File: config.mk
export PLATFORM = sky130hd
export DESIGN_NAME = pix_out_shifter
export DESIGN_NICKNAME = d
export VERILOG_FILES = /design/src/rtl/pxs_pkg.sv /design/src/rtl/pxs_timing.sv /design/src/rtl/pxs_planes.sv /design/src/rtl/pxs_panel.sv /design/src/rtl/pix_out_shifter.sv
export SDC_FILE = /design/constraint.sdc
export NUM_CORES = 1
export LEC_CHECK = 0
export BUFFER_PORTS_ARGS = -buffer_cell sky130_fd_sc_hd__buf_2
export CORE_MARGIN = 2
export CORE_UTILIZATION = 62
export CTS_CLUSTER_SIZE = 12
export DETAILED_ROUTE_END_ITERATION = 7
export PLACE_DENSITY = 0.92
export SYNTH_ARGS = -nofsm -noshare
export SYNTH_HDL_FRONTEND = slang
export SYNTH_HIERARCHICAL = 1
export SYNTH_SLANG_ARGS = --single-unit
export TNS_END_PERCENT = 100
File: constraint.sdc
create_clock -name clk -period 7.6 [get_ports clk]
set_input_delay 0.76 -clock clk [delete_from_list [all_inputs] [get_ports clk]]
set_output_delay 0.76 -clock clk [all_outputs]
set_load 0.02 [all_outputs]
File: src/rtl/pxs_pkg.sv
package pxs_pkg;
   typedef enum logic [1:0] {
      ST_IDLE  = 2'd0,
      ST_RUN   = 2'd1,
      ST_WOPEN = 2'd2,
      ST_LATCH = 2'd3
   } pxs_state_e;
endpackage

File: src/rtl/pxs_timing.sv
module pxs_timing
   import pxs_pkg::*;
#(
   parameter int GROUP    = 8,
   parameter int CLOCKED  = 159,
   parameter int WIN_HOLD = 6,
   parameter int SCROLL_W = 3
) (
   input  logic                clk,
   input  logic                rst_n,
   input  logic                line_start,
   input  logic                win_start,
   input  logic                sprite_stall,
   input  logic [SCROLL_W-1:0] fine_scroll,
   output logic                load,
   output logic                shift,
   output logic                dclk_en,
   output logic                lat
);
   localparam int GW = (GROUP > 1) ? $clog2(GROUP) : 1;
   localparam int CW = $clog2(CLOCKED + 1);
   localparam int WW = (WIN_HOLD > 1) ? $clog2(WIN_HOLD) : 1;

   pxs_state_e          state;
   logic [GW-1:0]       grp;
   logic [SCROLL_W-1:0] skip;
   logic [CW-1:0]       ncl;
   logic [WW-1:0]       wcnt;
   logic                pend;

   logic wreq, run_go, adv, grp_last, wop_done;

   always_comb begin
      wreq     = win_start | pend;
      run_go   = (state == ST_RUN) && !sprite_stall;
      adv      = run_go && !wreq;
      grp_last = (grp == GW'(GROUP - 1));
      wop_done = (state == ST_WOPEN) && !sprite_stall && (wcnt == WW'(WIN_HOLD - 1));
      dclk_en  = adv && (skip == '0);
      load     = line_start | (adv && grp_last) | wop_done;
      shift    = adv && !grp_last;
      lat      = (state == ST_LATCH);
   end

   always_ff @(posedge clk or negedge rst_n) begin
      if (!rst_n) begin
         state <= ST_IDLE;
         grp   <= '0;
         skip  <= '0;
         ncl   <= '0;
         wcnt  <= '0;
         pend  <= 1'b0;
      end else if (line_start) begin
         state <= ST_RUN;
         grp   <= '0;
         skip  <= fine_scroll;
         ncl   <= '0;
         wcnt  <= '0;
         pend  <= 1'b0;
      end else begin
         unique case (state)
            ST_RUN: begin
               if (sprite_stall) begin
                  if (win_start) pend <= 1'b1;
               end else if (wreq) begin
                  pend  <= 1'b0;
                  wcnt  <= '0;
                  state <= ST_WOPEN;
               end else begin
                  grp <= grp_last ? '0 : grp + GW'(1);
                  if (skip != '0) begin
                     skip <= skip - SCROLL_W'(1);
                  end else begin
                     ncl <= ncl + CW'(1);
                     if (ncl == CW'(CLOCKED - 1)) state <= ST_LATCH;
                  end
               end
            end
            ST_WOPEN: begin
               if (!sprite_stall) begin
                  if (wop_done) begin
                     grp   <= '0;
                     state <= ST_RUN;
                  end else begin
                     wcnt <= wcnt + WW'(1);
                  end
               end
            end
            ST_LATCH: state <= ST_IDLE;
            default:  state <= ST_IDLE;
         endcase
      end
   end
endmodule

File: src/rtl/pxs_planes.sv
module pxs_planes #(
   parameter int GROUP = 8,
   parameter int NPL   = 2
) (
   input  logic                 clk,
   input  logic                 rst_n,
   input  logic                 load,
   input  logic                 shift,
   input  logic [NPL*GROUP-1:0] tiles,
   output logic [NPL-1:0]       pix
);
   for (genvar p = 0; p < NPL; p++) begin : g_plane
      logic [GROUP-1:0] sr;
      always_ff @(posedge clk or negedge rst_n) begin
         if (!rst_n)      sr <= '0;
         else if (load)   sr <= tiles[p*GROUP +: GROUP];
         else if (shift)  sr <= {sr[GROUP-2:0], 1'b0};
      end
      assign pix[p] = sr[GROUP-1];
   end
endmodule

File: src/rtl/pxs_panel.sv
module pxs_panel #(
   parameter int CLOCKED = 159,
   parameter int PW      = 2
) (
   input  logic                        clk,
   input  logic                        rst_n,
   input  logic                        dclk_en,
   input  logic                        lat,
   input  logic [PW-1:0]               pix,
   output logic [(CLOCKED+1)*PW-1:0]   image
);
   localparam int COLS = CLOCKED + 1;

   logic [PW-1:0] stg [CLOCKED];

   always_ff @(posedge clk or negedge rst_n) begin
      if (!rst_n) begin
         for (int i = 0; i < CLOCKED; i++) stg[i] <= '0;
      end else if (dclk_en) begin
         for (int i = 0; i < CLOCKED - 1; i++) stg[i] <= stg[i+1];
         stg[CLOCKED-1] <= pix;
      end
   end

   always_ff @(posedge clk or negedge rst_n) begin
      if (!rst_n) begin
         image <= '0;
      end else if (lat) begin
         for (int i = 0; i < CLOCKED; i++) image[i*PW +: PW] <= stg[i];
         image[(COLS-1)*PW +: PW] <= pix;
      end
   end
endmodule

File: src/rtl/pix_out_shifter.sv
module pix_out_shifter #(
   parameter int GROUP    = 8,
   parameter int CLOCKED  = 159,
   parameter int WIN_HOLD = 6,
   parameter int SCROLL_W = 3
) (
   input  logic                          clk,
   input  logic                          rst_n,
   input  logic                          line_start,
   input  logic                          win_start,
   input  logic                          sprite_stall,
   input  logic [SCROLL_W-1:0]           fine_scroll,
   input  logic [GROUP-1:0]              tile_lo,
   input  logic [GROUP-1:0]              tile_hi,
   output logic [1:0]                    pix_data,
   output logic                          dclk_en,
   output logic                          lat,
   output logic [(CLOCKED+1)*2-1:0]      panel_image
);
   localparam int NPL = 2;

   if (GROUP < 2 || (GROUP & (GROUP - 1)) != 0) begin : g_bad_group
      $error("GROUP must be a power of two of at least 2");
   end
   if ((1 << SCROLL_W) > GROUP) begin : g_bad_scroll
      $error("fine scroll range must not exceed one group");
   end
   if (CLOCKED < 1 || WIN_HOLD < 1) begin : g_bad_counts
      $error("CLOCKED and WIN_HOLD must be positive");
   end

   logic load, shift;

   pxs_timing #(
      .GROUP(GROUP), .CLOCKED(CLOCKED), .WIN_HOLD(WIN_HOLD), .SCROLL_W(SCROLL_W)
   ) u_timing (
      .clk(clk), .rst_n(rst_n), .line_start(line_start), .win_start(win_start),
      .sprite_stall(sprite_stall), .fine_scroll(fine_scroll),
      .load(load), .shift(shift), .dclk_en(dclk_en), .lat(lat)
   );

   pxs_planes #(.GROUP(GROUP), .NPL(NPL)) u_planes (
      .clk(clk), .rst_n(rst_n), .load(load), .shift(shift),
      .tiles({tile_hi, tile_lo}), .pix(pix_data)
   );

   pxs_panel #(.CLOCKED(CLOCKED), .PW(NPL)) u_panel (
      .clk(clk), .rst_n(rst_n), .dclk_en(dclk_en), .lat(lat),
      .pix(pix_data), .image(panel_image)
   );
endmodule

==> results.cfg <==
[drt]
routed_wl_um = 52200
drt_iter0_markers = 990
drc = 0
vias = 13927
vias_per_cell = 5.66
wl_per_cell_um = 21.2
drtPass1Iterations = 5
drtAntennaViolNets = 0

[pwr]
power_leakage_nw = 16.2
ir_drop_mv = 0.228
powerDensity_nw_per_um2 = 254

[timing]
tightest_slew_ps = 1180
slew_viol_final = 0
final.setup.worst_slack_ps = 3590
setup-violations-final = 0
grt_setup_unrepaired = no
hold_viol = 0
fin_setup_tns_ps = 0
min_period_ps = 4010
max_freq_mhz = 249
slew_headroom = 0.210
period_share = 0.528
skew_ps = 27.8

[worst_setup_path]
rr_endpoint = u_panel/image[134]$_DFFE_PN0P_
cp-start-kind = flip-flop
reg2reg_from = u_timing/state[0]$_DFFE_PN0P_
worst_ep_required_time_ps = 6840
critPathCaptureType = primary output
r2r_cells = 4
crit_fanout = 155
worstSetupPathType = flip-flop to primary output
ff2ff_setup_slack_ps = 4310
worstPathArrival_ps = 3250

[synth]
synth-seq-cells = 674
ys_seq_area_frac = 0.649
avgSynthCellArea_sq_um = 16.8
ys.warnings.count = 6
synth_cells = 1549
ys_types = 45
syn-num-nets = 1585
netlist_area_sq_um = 26000

[floorplanning]
rows = 74
die_area_sq_um = 43500
coreArea_sq_um = 41100
fp.dieW_um = 209
io_pins = 348
die_h_um = 209
start_util = 0.632

[placement]
place_congestion = 0.775
dp_hpwl_um = 32100
place_ws_ps = 4020
io_buffers = 347

[clock_network]
cts_tree = yes
ctsHoldBuffers = 0
cts_resized = 0
clk_pin_slew_ps = 60
cts_inserted_buffers = 69
post_cts_buffers = 0
cts_buffer_depth = 3
root_buffer = clkbuf_16
htree_levels = 3
clock_latency_ps = 590
clock-sinks = 674

[final_layout]
multiInputGateArea_sq_um = 8570
final-seq-area_sq_um = 16900
nNetsFinal = 1932
syn2layout_area_growth_pct = 15.9
drive_above_1_share = 0.567
num-fill-cells = 2357
num_antenna_cells = 0

[flow_run]
drv_cap = 0

[grt]
first_global_vias = 15071
grt_use_total = 0.243
grt_overflow = 0
antenna_found_initial = 0
grt_pass1_wl_um = 84300
grt_max_degree = 185

[run_status]
status = complete, no violations

[worst_hold_path]
hold_path.class = primary input to async pin
==> power breakdown <==
group	switching [mW]	internal, mW	leakage, nW
clock	1.31	1.83	1.02
sequential	0.0424	3.65	9.37
combinational	0.488	0.336	5.81
==> flip-flops by register name (all words and copies together) (netlist names), 2 cells and up <==
signal and count:
u_timing/state 2, u_panel/image 320, u_planes/g_plane.sr 16, u_timing/grp 3, u_timing/ncl 8, u_timing/skip 3, u_timing/wcnt 3, u_panel/stg 318
==> placed cells by master (no fill, tap or decap), types with 2 or more instances in the layout <==
cell | netlist | final
clkbuf_8 | 0 | 10
mux2i_1 | 18 | 18
o21ai_1 | 8 | 8
clkinv_8 | 0 | 2
mux2_2 | 539 | 539
clkbuf_16 | 0 | 73
buf_12 | 1 | 5
nand4_1 | 3 | 3
a21oi_1 | 9 | 9
o31ai_1 | 2 | 2
inv_1 | 9 | 9
nor4_1 | 4 | 4
clkinv_2 | 0 | 2
dfrtp_1 | 674 | 674
nor2_1 | 20 | 19
buf_2 | 58 | 346
o21ai_0 | 10 | 10
mux2_4 | 100 | 100
nand2_1 | 21 | 21
nand2b_1 | 6 | 6
nor2b_1 | 2 | 2
ha_1 | 12 | 11
clkbuf_1 | 4 | 15
nand3_1 | 2 | 2
xnor2_1 | 5 | 5
buf_4 | 4 | 7
xor2_1 | 2 | 2
==> Yosys cell counts (all sizes together) <==
cell type	count	share of area
dfrtp	674	0.65
mux2	639	0.29
buf	79	0.020
nand2	21	0.0030
nor2	20	0.0029
mux2i	18	0.0069
o21ai	18	0.0035
ha	12	0.0058
a21oi	9	0.0017
inv	9	0.0013
nand2b	6	0.0014
xnor2	5	0.0017
clkbuf	4	0.00058
nor4	4	0.00096
nand4	3	0.00072
nand3	2	0.00039
nor2b	2	0.00048
nor4b	2	0.00092
o31ai	2	0.00058
or4b	2	0.00077
xor2	2	0.00067
a2111oi	1	0.00058
a211oi	1	0.00029
a221o	1	0.00039
a32oi	1	0.00034
and2	1	0.00024
and2b	1	0.00029
and3b	1	0.00034
and4	1	0.00034
nor3	1	0.00019
nor3b	1	0.00029
o21ba	1	0.00039
o22ai	1	0.00024
o2bb2ai	1	0.00034
o32ai	1	0.00034
or3	1	0.00024
or4	1	0.00029
==> per-stage QoR <==
step,utilization,power (mW),cells,hold slack (ps),instance area [sq um]
after detailed placement,0.682,4.58,2357,489,28000
after CTS,0.732,7.72,2461,297,30100
after global placement,0.682,4.55,2357,484,28000
final,0.732,7.65,2461,260,30100
after global routing,0.732,7.92,2461,326,30100
after floorplan,-,4.38,1549,464,26000
==> logic make-up (layout without fill, tap and decap cells) <==
group / Yosys count / in the layout / synth area share
flip-flops: 674 / 674 / 0.649
XOR/XNOR: 7 / 7 / 0.00236
adder cells (fa/ha/maj): 12 / 12 / 0.00578
AO/OA/AOI/OAI: 37 / 37 / 0.00867
buffers and inverters: 92 / 472 / 0.0216
multiplexers: 657 / 657 / 0.298
AND/OR/NAND/NOR: 70 / 70 / 0.0138
==> area by class of cell <==
class                           instances  area share
Multi-Input combinational cell        783       0.285
Tap cell                              532      0.0221
Clock inverter                          6     0.00195
Clock buffer                           98      0.0671
Sequential cell                       674       0.560
Inverter                                9     0.00112
Timing Repair Buffer                  359      0.0631
==> critical path, stage by stage (launching register included) <==
cell     delay (ps)
dfrtp_1         440
inv_1           110
ha_1            280
or4b_1          670
nor2_4          220
buf_12          510
buf_2           310
==> layer usage <==
metal / share of wire / vias to the layer above / global-route usage
met5: 0 / - / 0
met4: 0.028 / 0 / 0.0771
met3: 0.062 / 93 / 0.0685
met2: 0.50 / 368 / 0.398
met1: 0.41 / 7328 / 0.317
li1: - / 6138 / -
==> worst max-delay path by stage <==
stage                                             start                           end  slack [ps]  cells past startpoint
after global placement                        win_start                       dclk_en        4060                      5
after global routing      u_timing/state[1]$_DFFE_PN0P_                       dclk_en        3390                      6
after floorplan                               win_start  u_panel/stg[100]$_DFFE_PN0P_        4680                      7
after CTS                 u_timing/state[1]$_DFFE_PN0P_                       dclk_en        3490                      6
final                     u_timing/state[1]$_DFFE_PN0P_                       dclk_en        3590                      6
after detailed placement                      win_start                       dclk_en        4020                      5
Power figures use the tool's default switching activity.
